===== config.mk =====
export PLATFORM = sky130hd
export DESIGN_NAME = local_irq_router
export DESIGN_NICKNAME = d
export VERILOG_FILES = /design/src/rtl/lirq_pkg.sv /design/src/rtl/lirq_regs.sv /design/src/rtl/lirq_core_steer.sv /design/src/rtl/lirq_rd_mux.sv /design/src/rtl/local_irq_router.sv
export SDC_FILE = /design/constraint.sdc
export NUM_CORES = 1
export LEC_CHECK = 0
export BUFFER_PORTS_ARGS = -buffer_cell sky130_fd_sc_hd__clkbuf_2
export CAP_MARGIN = 10
export CORE_ASPECT_RATIO = 0.9
export CORE_MARGIN = 2
export CORE_UTILIZATION = 55
export CTS_CLUSTER_SIZE = 24
export DETAILED_ROUTE_END_ITERATION = 16
export PLACE_DENSITY = 0.86
export SYNTH_ARGS = -nofsm -noshare
export SYNTH_HDL_FRONTEND = slang
export SYNTH_SLANG_ARGS = --single-unit

===== constraint.sdc =====
create_clock -name clk -period 2.15 [get_ports clk]
set_input_delay 0.215 -clock clk [delete_from_list [all_inputs] [get_ports clk]]
set_output_delay 0.215 -clock clk [all_outputs]
set_load 0.05 [all_outputs]

===== src/rtl/lirq_pkg.sv =====
`timescale 1ns/1ps
package lirq_pkg;

  localparam int SRC_GRP = 4;
  localparam int PEND_W  = 10;
  localparam int CIDX_W  = 2;
  localparam int MAP_AW  = 8;

  localparam logic [MAP_AW-1:0] OFF_GPU_RT   = 8'h0C;
  localparam logic [MAP_AW-1:0] OFF_PMU_SET  = 8'h10;
  localparam logic [MAP_AW-1:0] OFF_PMU_CLR  = 8'h14;
  localparam logic [MAP_AW-1:0] OFF_TMR_CTL  = 8'h40;
  localparam logic [MAP_AW-1:0] OFF_MBX_CTL  = 8'h50;
  localparam logic [MAP_AW-1:0] OFF_IRQ_PEND = 8'h60;
  localparam logic [MAP_AW-1:0] OFF_FIQ_PEND = 8'h70;

  localparam int BIT_TMR0 = 0;
  localparam int BIT_MBX0 = 4;
  localparam int BIT_GPU  = 8;
  localparam int BIT_PMU  = 9;

  typedef struct packed {
    logic [SRC_GRP-1:0] fiq_en;
    logic [SRC_GRP-1:0] irq_en;
  } grp_ctl_t;

  function automatic logic [SRC_GRP-1:0] grp_to_irq(
    input logic [SRC_GRP-1:0] lines, input grp_ctl_t ctl);
    return lines & ctl.irq_en & ~ctl.fiq_en;
  endfunction

  function automatic logic [SRC_GRP-1:0] grp_to_fiq(
    input logic [SRC_GRP-1:0] lines, input grp_ctl_t ctl);
    return lines & ctl.fiq_en;
  endfunction

  function automatic logic [MAP_AW-1:0] core_slot(
    input logic [MAP_AW-1:0] base, input int core);
    return base + MAP_AW'(4 * core);
  endfunction

  function automatic logic [SRC_GRP-1:0] mask_update(
    input logic [SRC_GRP-1:0] cur, input logic [SRC_GRP-1:0] bits,
    input logic do_set, input logic do_clr);
    logic [SRC_GRP-1:0] nxt;
    nxt = cur;
    if (do_set) nxt = nxt | bits;
    if (do_clr) nxt = nxt & ~bits;
    return nxt;
  endfunction

endpackage


===== src/rtl/lirq_regs.sv =====
`timescale 1ns/1ps
module lirq_regs
  import lirq_pkg::*;
#(
  parameter int NUM_CORES = 4,
  parameter int DATA_W    = 32
) (
  input  logic                        clk,
  input  logic                        rst_n,
  input  logic                        bus_wr,
  input  logic [MAP_AW-1:0]           bus_addr,
  input  logic [DATA_W-1:0]           bus_wdata,
  output grp_ctl_t [NUM_CORES-1:0]    tmr_ctl,
  output grp_ctl_t [NUM_CORES-1:0]    mbx_ctl,
  output logic [CIDX_W-1:0]           gpu_irq_core,
  output logic [CIDX_W-1:0]           gpu_fiq_core,
  output logic [NUM_CORES-1:0]        pmu_en,
  output logic                        wr_pmu_set,
  output logic                        wr_pmu_clr
);

  localparam int CTL_W = $bits(grp_ctl_t);

  logic                 wr_gpu_rt;
  logic [SRC_GRP-1:0]   pmu_q;
  logic [SRC_GRP-1:0]   pmu_bits;

  assign wr_gpu_rt  = bus_wr && (bus_addr == OFF_GPU_RT);
  assign wr_pmu_set = bus_wr && (bus_addr == OFF_PMU_SET);
  assign wr_pmu_clr = bus_wr && (bus_addr == OFF_PMU_CLR);
  assign pmu_bits   = SRC_GRP'(bus_wdata[NUM_CORES-1:0]);

  always_ff @(posedge clk or negedge rst_n) begin
    if (!rst_n) begin
      gpu_irq_core <= '0;
      gpu_fiq_core <= '0;
    end else if (wr_gpu_rt) begin
      gpu_irq_core <= bus_wdata[CIDX_W-1:0];
      gpu_fiq_core <= bus_wdata[2*CIDX_W-1:CIDX_W];
    end
  end

  always_ff @(posedge clk or negedge rst_n) begin
    if (!rst_n) pmu_q <= '0;
    else        pmu_q <= mask_update(pmu_q, pmu_bits, wr_pmu_set, wr_pmu_clr);
  end

  assign pmu_en = pmu_q[NUM_CORES-1:0];

  for (genvar g = 0; g < NUM_CORES; g++) begin : g_core
    localparam logic [MAP_AW-1:0] TMR_A = core_slot(OFF_TMR_CTL, g);
    localparam logic [MAP_AW-1:0] MBX_A = core_slot(OFF_MBX_CTL, g);
    grp_ctl_t tmr_q;
    grp_ctl_t mbx_q;

    always_ff @(posedge clk or negedge rst_n) begin
      if (!rst_n)                            tmr_q <= '0;
      else if (bus_wr && bus_addr == TMR_A)  tmr_q <= bus_wdata[CTL_W-1:0];
    end

    always_ff @(posedge clk or negedge rst_n) begin
      if (!rst_n)                            mbx_q <= '0;
      else if (bus_wr && bus_addr == MBX_A)  mbx_q <= bus_wdata[CTL_W-1:0];
    end

    assign tmr_ctl[g] = tmr_q;
    assign mbx_ctl[g] = mbx_q;
  end

endmodule


===== src/rtl/lirq_core_steer.sv =====
`timescale 1ns/1ps
module lirq_core_steer
  import lirq_pkg::*;
#(
  parameter int CORE_ID = 0
) (
  input  logic                clk,
  input  logic                rst_n,
  input  logic [SRC_GRP-1:0]  tmr_lines,
  input  logic [SRC_GRP-1:0]  mbx_lines,
  input  logic                gpu_irq,
  input  logic                gpu_fiq,
  input  logic                pmu_irq,
  input  grp_ctl_t            tmr_ctl,
  input  grp_ctl_t            mbx_ctl,
  input  logic [CIDX_W-1:0]   gpu_irq_core,
  input  logic [CIDX_W-1:0]   gpu_fiq_core,
  input  logic                pmu_en,
  output logic [PEND_W-1:0]   irq_pend,
  output logic [PEND_W-1:0]   fiq_pend,
  output logic                irq_o,
  output logic                fiq_o
);

  localparam logic [CIDX_W-1:0] MY_ID = CIDX_W'(CORE_ID);

  logic gpu_irq_here;
  logic gpu_fiq_here;

  assign gpu_irq_here = gpu_irq && (gpu_irq_core == MY_ID);
  assign gpu_fiq_here = gpu_fiq && (gpu_fiq_core == MY_ID);

  always_comb begin
    irq_pend = '0;
    fiq_pend = '0;
    irq_pend[BIT_TMR0 +: SRC_GRP] = grp_to_irq(tmr_lines, tmr_ctl);
    fiq_pend[BIT_TMR0 +: SRC_GRP] = grp_to_fiq(tmr_lines, tmr_ctl);
    irq_pend[BIT_MBX0 +: SRC_GRP] = grp_to_irq(mbx_lines, mbx_ctl);
    fiq_pend[BIT_MBX0 +: SRC_GRP] = grp_to_fiq(mbx_lines, mbx_ctl);
    irq_pend[BIT_GPU]             = gpu_irq_here;
    fiq_pend[BIT_GPU]             = gpu_fiq_here;
    irq_pend[BIT_PMU]             = pmu_irq && pmu_en;
  end

  always_ff @(posedge clk or negedge rst_n) begin
    if (!rst_n) begin
      irq_o <= 1'b0;
      fiq_o <= 1'b0;
    end else begin
      irq_o <= |irq_pend;
      fiq_o <= |fiq_pend;
    end
  end

endmodule


===== src/rtl/lirq_rd_mux.sv =====
`timescale 1ns/1ps
module lirq_rd_mux
  import lirq_pkg::*;
#(
  parameter int NUM_CORES = 4,
  parameter int DATA_W    = 32
) (
  input  logic                                 clk,
  input  logic                                 rst_n,
  input  logic                                 bus_rd,
  input  logic [MAP_AW-1:0]                    bus_addr,
  input  grp_ctl_t [NUM_CORES-1:0]             tmr_ctl,
  input  grp_ctl_t [NUM_CORES-1:0]             mbx_ctl,
  input  logic [CIDX_W-1:0]                    gpu_irq_core,
  input  logic [CIDX_W-1:0]                    gpu_fiq_core,
  input  logic [NUM_CORES-1:0]                 pmu_en,
  input  logic [NUM_CORES-1:0][PEND_W-1:0]     irq_pend_all,
  input  logic [NUM_CORES-1:0][PEND_W-1:0]     fiq_pend_all,
  output logic [DATA_W-1:0]                    bus_rdata
);

  localparam int CTL_W = $bits(grp_ctl_t);

  logic [DATA_W-1:0] rd_val;

  always_comb begin
    rd_val = '0;
    if (bus_addr == OFF_GPU_RT)
      rd_val[2*CIDX_W-1:0] = {gpu_fiq_core, gpu_irq_core};
    if (bus_addr == OFF_PMU_SET || bus_addr == OFF_PMU_CLR)
      rd_val[NUM_CORES-1:0] = pmu_en;
    for (int c = 0; c < NUM_CORES; c++) begin
      if (bus_addr == core_slot(OFF_TMR_CTL, c))  rd_val[CTL_W-1:0]  = tmr_ctl[c];
      if (bus_addr == core_slot(OFF_MBX_CTL, c))  rd_val[CTL_W-1:0]  = mbx_ctl[c];
      if (bus_addr == core_slot(OFF_IRQ_PEND, c)) rd_val[PEND_W-1:0] = irq_pend_all[c];
      if (bus_addr == core_slot(OFF_FIQ_PEND, c)) rd_val[PEND_W-1:0] = fiq_pend_all[c];
    end
  end

  always_ff @(posedge clk or negedge rst_n) begin
    if (!rst_n)      bus_rdata <= '0;
    else if (bus_rd) bus_rdata <= rd_val;
  end

endmodule


===== src/rtl/local_irq_router.sv =====
`timescale 1ns/1ps
module local_irq_router
  import lirq_pkg::*;
#(
  parameter int NUM_CORES = 4,
  parameter int DATA_W    = 32
) (
  input  logic                          clk,
  input  logic                          rst_n,
  input  logic [MAP_AW-1:0]             bus_addr,
  input  logic [DATA_W-1:0]             bus_wdata,
  input  logic                          bus_wr,
  input  logic                          bus_rd,
  output logic [DATA_W-1:0]             bus_rdata,
  input  logic [NUM_CORES*SRC_GRP-1:0]  tmr_irq,
  input  logic [NUM_CORES*SRC_GRP-1:0]  mbx_irq,
  input  logic                          gpu_irq,
  input  logic                          gpu_fiq,
  input  logic                          pmu_irq,
  output logic [NUM_CORES-1:0]          core_irq,
  output logic [NUM_CORES-1:0]          core_fiq
);

  grp_ctl_t [NUM_CORES-1:0]          tmr_ctl;
  grp_ctl_t [NUM_CORES-1:0]          mbx_ctl;
  logic [CIDX_W-1:0]                 gpu_irq_core;
  logic [CIDX_W-1:0]                 gpu_fiq_core;
  logic [NUM_CORES-1:0]              pmu_en;
  logic                              wr_pmu_set;
  logic                              wr_pmu_clr;
  logic [NUM_CORES-1:0][PEND_W-1:0]  irq_pend_all;
  logic [NUM_CORES-1:0][PEND_W-1:0]  fiq_pend_all;

  lirq_regs #(.NUM_CORES(NUM_CORES), .DATA_W(DATA_W)) u_regs (
    .clk          (clk),
    .rst_n        (rst_n),
    .bus_wr       (bus_wr),
    .bus_addr     (bus_addr),
    .bus_wdata    (bus_wdata),
    .tmr_ctl      (tmr_ctl),
    .mbx_ctl      (mbx_ctl),
    .gpu_irq_core (gpu_irq_core),
    .gpu_fiq_core (gpu_fiq_core),
    .pmu_en       (pmu_en),
    .wr_pmu_set   (wr_pmu_set),
    .wr_pmu_clr   (wr_pmu_clr)
  );

  for (genvar g = 0; g < NUM_CORES; g++) begin : g_steer
    lirq_core_steer #(.CORE_ID(g)) u_steer (
      .clk          (clk),
      .rst_n        (rst_n),
      .tmr_lines    (tmr_irq[g*SRC_GRP +: SRC_GRP]),
      .mbx_lines    (mbx_irq[g*SRC_GRP +: SRC_GRP]),
      .gpu_irq      (gpu_irq),
      .gpu_fiq      (gpu_fiq),
      .pmu_irq      (pmu_irq),
      .tmr_ctl      (tmr_ctl[g]),
      .mbx_ctl      (mbx_ctl[g]),
      .gpu_irq_core (gpu_irq_core),
      .gpu_fiq_core (gpu_fiq_core),
      .pmu_en       (pmu_en[g]),
      .irq_pend     (irq_pend_all[g]),
      .fiq_pend     (fiq_pend_all[g]),
      .irq_o        (core_irq[g]),
      .fiq_o        (core_fiq[g])
    );
  end

  lirq_rd_mux #(.NUM_CORES(NUM_CORES), .DATA_W(DATA_W)) u_rd (
    .clk          (clk),
    .rst_n        (rst_n),
    .bus_rd       (bus_rd),
    .bus_addr     (bus_addr),
    .tmr_ctl      (tmr_ctl),
    .mbx_ctl      (mbx_ctl),
    .gpu_irq_core (gpu_irq_core),
    .gpu_fiq_core (gpu_fiq_core),
    .pmu_en       (pmu_en),
    .irq_pend_all (irq_pend_all),
    .fiq_pend_all (fiq_pend_all),
    .bus_rdata    (bus_rdata)
  );

endmodule


==> reports/metrics.yaml <==
run_status:
  status: "finished, final reports clean"
timing:
  hold_slack_ns: 0.1003
  min_period_over_period_pct: 94.11
  achievable-frequency_ghz: 0.4942
  fin_hold_viols: 0
  setup_viol_count_final: 0
  final.setup_skew_ns: 0.01276
  max_slew.worst_pin.slew_ns: 0.6072
  fin_ws_ns: 0.1266
  fin_setup_tns_ns: 0
  unrepaired_setup_endpoints_after_global_routing: "no"
  timing.final.max_slew_violations: 0
  slew_headroom_pct: 59.52
  period_minus_slack_ns: 2.023
floorplanning:
  dieWidth_um: 114.4
  start_util_pct: 56.01
  coreArea_um2: 10770
  die_h_um: 103.3
  design.portCount: 119
  die-area_um2: 11820
  row_count: 36
routing:
  drt-pass1-iter-count: 6
  totalWireLength_mm: 22.98
  detail_route.vias_per_cell: 6.760
  routedWlPerCell_um: 25.56
  vias: 6077
  detail_route.drc_violations: 0
  detail-route-antenna-nets: 0
  dr.first_iter.drc_count: 756
min_path:
  min-delay-path-class: "in2reg"
  hp-start: "mbx_irq[10]"
place:
  gp_congestion: 1.042
  port_buffers: 72
  hpwlAfterDp_mm: 17.27
  dp_cells: 884
  place_ws_ns: -0.09532
synthesis:
  syn_avg_cell_area_um2: 9.191
  seq_area_frac_synth_pct: 37.35
  ys_seq_elements: 90
  mappedNetlistArea_um2: 6030
  synth_top_flop_cell: "sky130_fd_sc_hd__dfrtp_1"
  ys_warn_count: 0
  netlist-cell-type-count: 72
  synth_edf_count: 0
  post_synthesis_async_set_or_reset_flop_share_pct: 100.0
  post_synth_inst_count: 656
cts:
  cts.root.buffer_cell: "sky130_fd_sc_hd__clkbuf_16"
  clkLatencyLatePin_ns: 0.36
  clock-sinks: 90
  post_cts.repair.setup_buffers: 0
  cts-buffers-inserted: 9
  cts.repair.resized: 0
  ctsHoldBuffers: 1
  cts_tree: "done"
  cts_max_path_buffers: 2
  cts.reportedPaths.clkPinSlew_ns: 0.07
  cts-htree-levels: 3
worst_setup_path:
  crit_path_buf_inv_count: 0
  setup.worst_path.start_class: "register"
  cp.arrival_ns: 2.32
  timing.critical_path.fanout_max: 4
  critPathMostFrequentCell: "sky130_fd_sc_hd__a21oi_1"
  critical_path.top_delay_family: "compound AO/OA/AOI/OAI gates"
  worst_setup_path_end_kind: "register"
  cpPeakStageDelay_ns: 0.46
  timing.critical_path.required_ns: 2.45
  criticalPathCategory: "reg2reg"
  worst_path_max_delay_cell: "sky130_fd_sc_hd__or3b_2"
  worstPathCellList: "or3b_2, a211o_1, a21oi_1, o211ai_1, a21oi_1, o21a_1"
power:
  design_power_total_mw: 4.346
  power.density_cell_area_nw_per_um2: 610.6
  leakagePower_nw: 3.275
  ir_drop_uv: 590.5
finish:
  drive_gt1_share_pct: 31.98
  finish.cell_count_without_fillers: 899
  syn_to_final_growth_pct: 18.03
  num_antenna_cells: 0
  final_nets: 842
global_routing:
  wire_length_of_the_first_global_routing_pass_mm: 34.96
  largest_net_degree_at_the_start_of_global_routing: 48
  gr-usage-all-layers_pct: 40.54
  grt_antenna_before_repair: 0
  overflow_after_grt: 0
  grt_pass1_vias: 5778
run:
  drv.max_cap_violation_count: 0
-- power by group --
group          total [mW]  internal (mW)  switching [mW]
clock                1.54          0.886           0.651
sequential           1.89           1.80          0.0964
combinational       0.917          0.289           0.627
total                4.35           2.97            1.37
-- synth_stat cells (4+ instances only) --
cell	n	area share [%]
sky130_fd_sc_hd__o211ai_1	6	0.75
sky130_fd_sc_hd__a31oi_1	7	0.73
sky130_fd_sc_hd__o22ai_1	14	1.5
sky130_fd_sc_hd__nor2b_1	11	1.1
sky130_fd_sc_hd__o21ai_0	41	3.4
sky130_fd_sc_hd__nor4b_1	4	0.58
sky130_fd_sc_hd__mux2_2	68	13
sky130_fd_sc_hd__o2bb2ai_1	4	0.58
sky130_fd_sc_hd__dfrtp_1	90	37
sky130_fd_sc_hd__nand3_1	23	1.9
sky130_fd_sc_hd__a32oi_1	4	0.58
sky130_fd_sc_hd__o221ai_1	7	1.0
sky130_fd_sc_hd__nor2_1	34	2.1
sky130_fd_sc_hd__nand3b_1	26	3.2
sky130_fd_sc_hd__nor3_1	8	0.66
sky130_fd_sc_hd__a22oi_1	13	1.6
sky130_fd_sc_hd__clkbuf_1	26	1.6
sky130_fd_sc_hd__a211oi_1	7	0.87
sky130_fd_sc_hd__a221oi_1	9	1.3
sky130_fd_sc_hd__and3_1	4	0.41
sky130_fd_sc_hd__nand4_1	9	0.93
sky130_fd_sc_hd__nand2b_1	9	0.93
sky130_fd_sc_hd__a21o_1	7	0.87
sky130_fd_sc_hd__or3b_2	5	0.73
sky130_fd_sc_hd__a21oi_1	28	2.3
sky130_fd_sc_hd__buf_4	30	3.7
sky130_fd_sc_hd__nand2_1	69	4.3
sky130_fd_sc_hd__o2111ai_1	6	0.87
sky130_fd_sc_hd__nand3_2	4	0.66
sky130_fd_sc_hd__buf_2	13	1.1
sky130_fd_sc_hd__inv_1	10	0.62
-- registers in the layout (all words and copies together) (netlist names), named ones only --
name,count
u_regs.tmr_ctl,32
u_regs.mbx_ctl,32
g_steer.u_steer.fiq_o,4
g_steer.u_steer.irq_o,4
u_regs.gpu_fiq_core,2
u_regs.gpu_irq_core,2
u_rd.bus_rdata,10
-- final timing paths --
check	endpoint	slack (ns)	cells past startpoint
hold / removal	g_steer[2].u_steer.fiq_o	0.10	3
min in group asynchronous	u_regs.tmr_ctl[27]	0.40	2
setup / recovery	u_rd.bus_rdata[0]	0.13	6
max in group asynchronous	u_regs.tmr_ctl[10]	1.07	3
hold reg to reg	u_rd.bus_rdata[8]	0.50	1
setup reg to reg	u_rd.bus_rdata[0]	0.13	6
-- cell families after synthesis --
group / share of synthesized area [%]
xor gates and xnor gates: 0.1453
muxes: 13.20
DFF: 37.35
and+or+nand+nor: 21.12
other: 0.06219
AOI/OAI and AO/OA: 20.81
buffers and inverters: 7.304
-- layout by cell type, fill, tap and decap left out, types with 10 or more instances in the layout --
cell                       instances
sky130_fd_sc_hd__a21oi_1          28
sky130_fd_sc_hd__a22oi_1          13
sky130_fd_sc_hd__buf_4            73
sky130_fd_sc_hd__clkbuf_2         71
sky130_fd_sc_hd__conb_1           22
sky130_fd_sc_hd__dfrtp_1          90
sky130_fd_sc_hd__inv_1            10
sky130_fd_sc_hd__mux2_2           68
sky130_fd_sc_hd__nand2_1          69
sky130_fd_sc_hd__nand3_1          23
sky130_fd_sc_hd__nand3b_1         26
sky130_fd_sc_hd__nor2_1           34
sky130_fd_sc_hd__nor2b_1          11
sky130_fd_sc_hd__o21ai_0          41
sky130_fd_sc_hd__o22ai_1          14
-- routing by layer --
| layer | GRT usage (%) | part of all wire [%] | vias to the layer above |
|---|---|---|---|
| met2 | 61.36 | 43 | 478 |
| met5 | 0 | 0 | - |
| li1 | - | - | 2626 |
| met1 | 54.97 | 41 | 2901 |
| met4 | 15.67 | 3.8 | 0 |
| met3 | 12.41 | 12 | 72 |
-- area by class of cell --
cell class,instances,area [um^2]
tap,133,166.4
clock inverter,3,42.54
sequential,90,2252
timing repair buffer,147,953.4
inverter,11,41.29
fill,930,3649
multi-input combinational,504,3428
clock buffer,11,232.7
-- metrics by stage --
stage                     area, um^2  utilization, %
after detailed placement        6832           63.46
after global routing            7117           66.11
final                           7117           66.11
after floorplan                 6108               -
after global placement          6832           63.46
after CTS                       7117           66.11
-- tightest hold or removal path: cells and delay by family --
kind / cells / cell delay (ns)
buf+inv: 1 / 0.10
simple gates: 2 / 0.11
(Power assumes the default switching activity.)
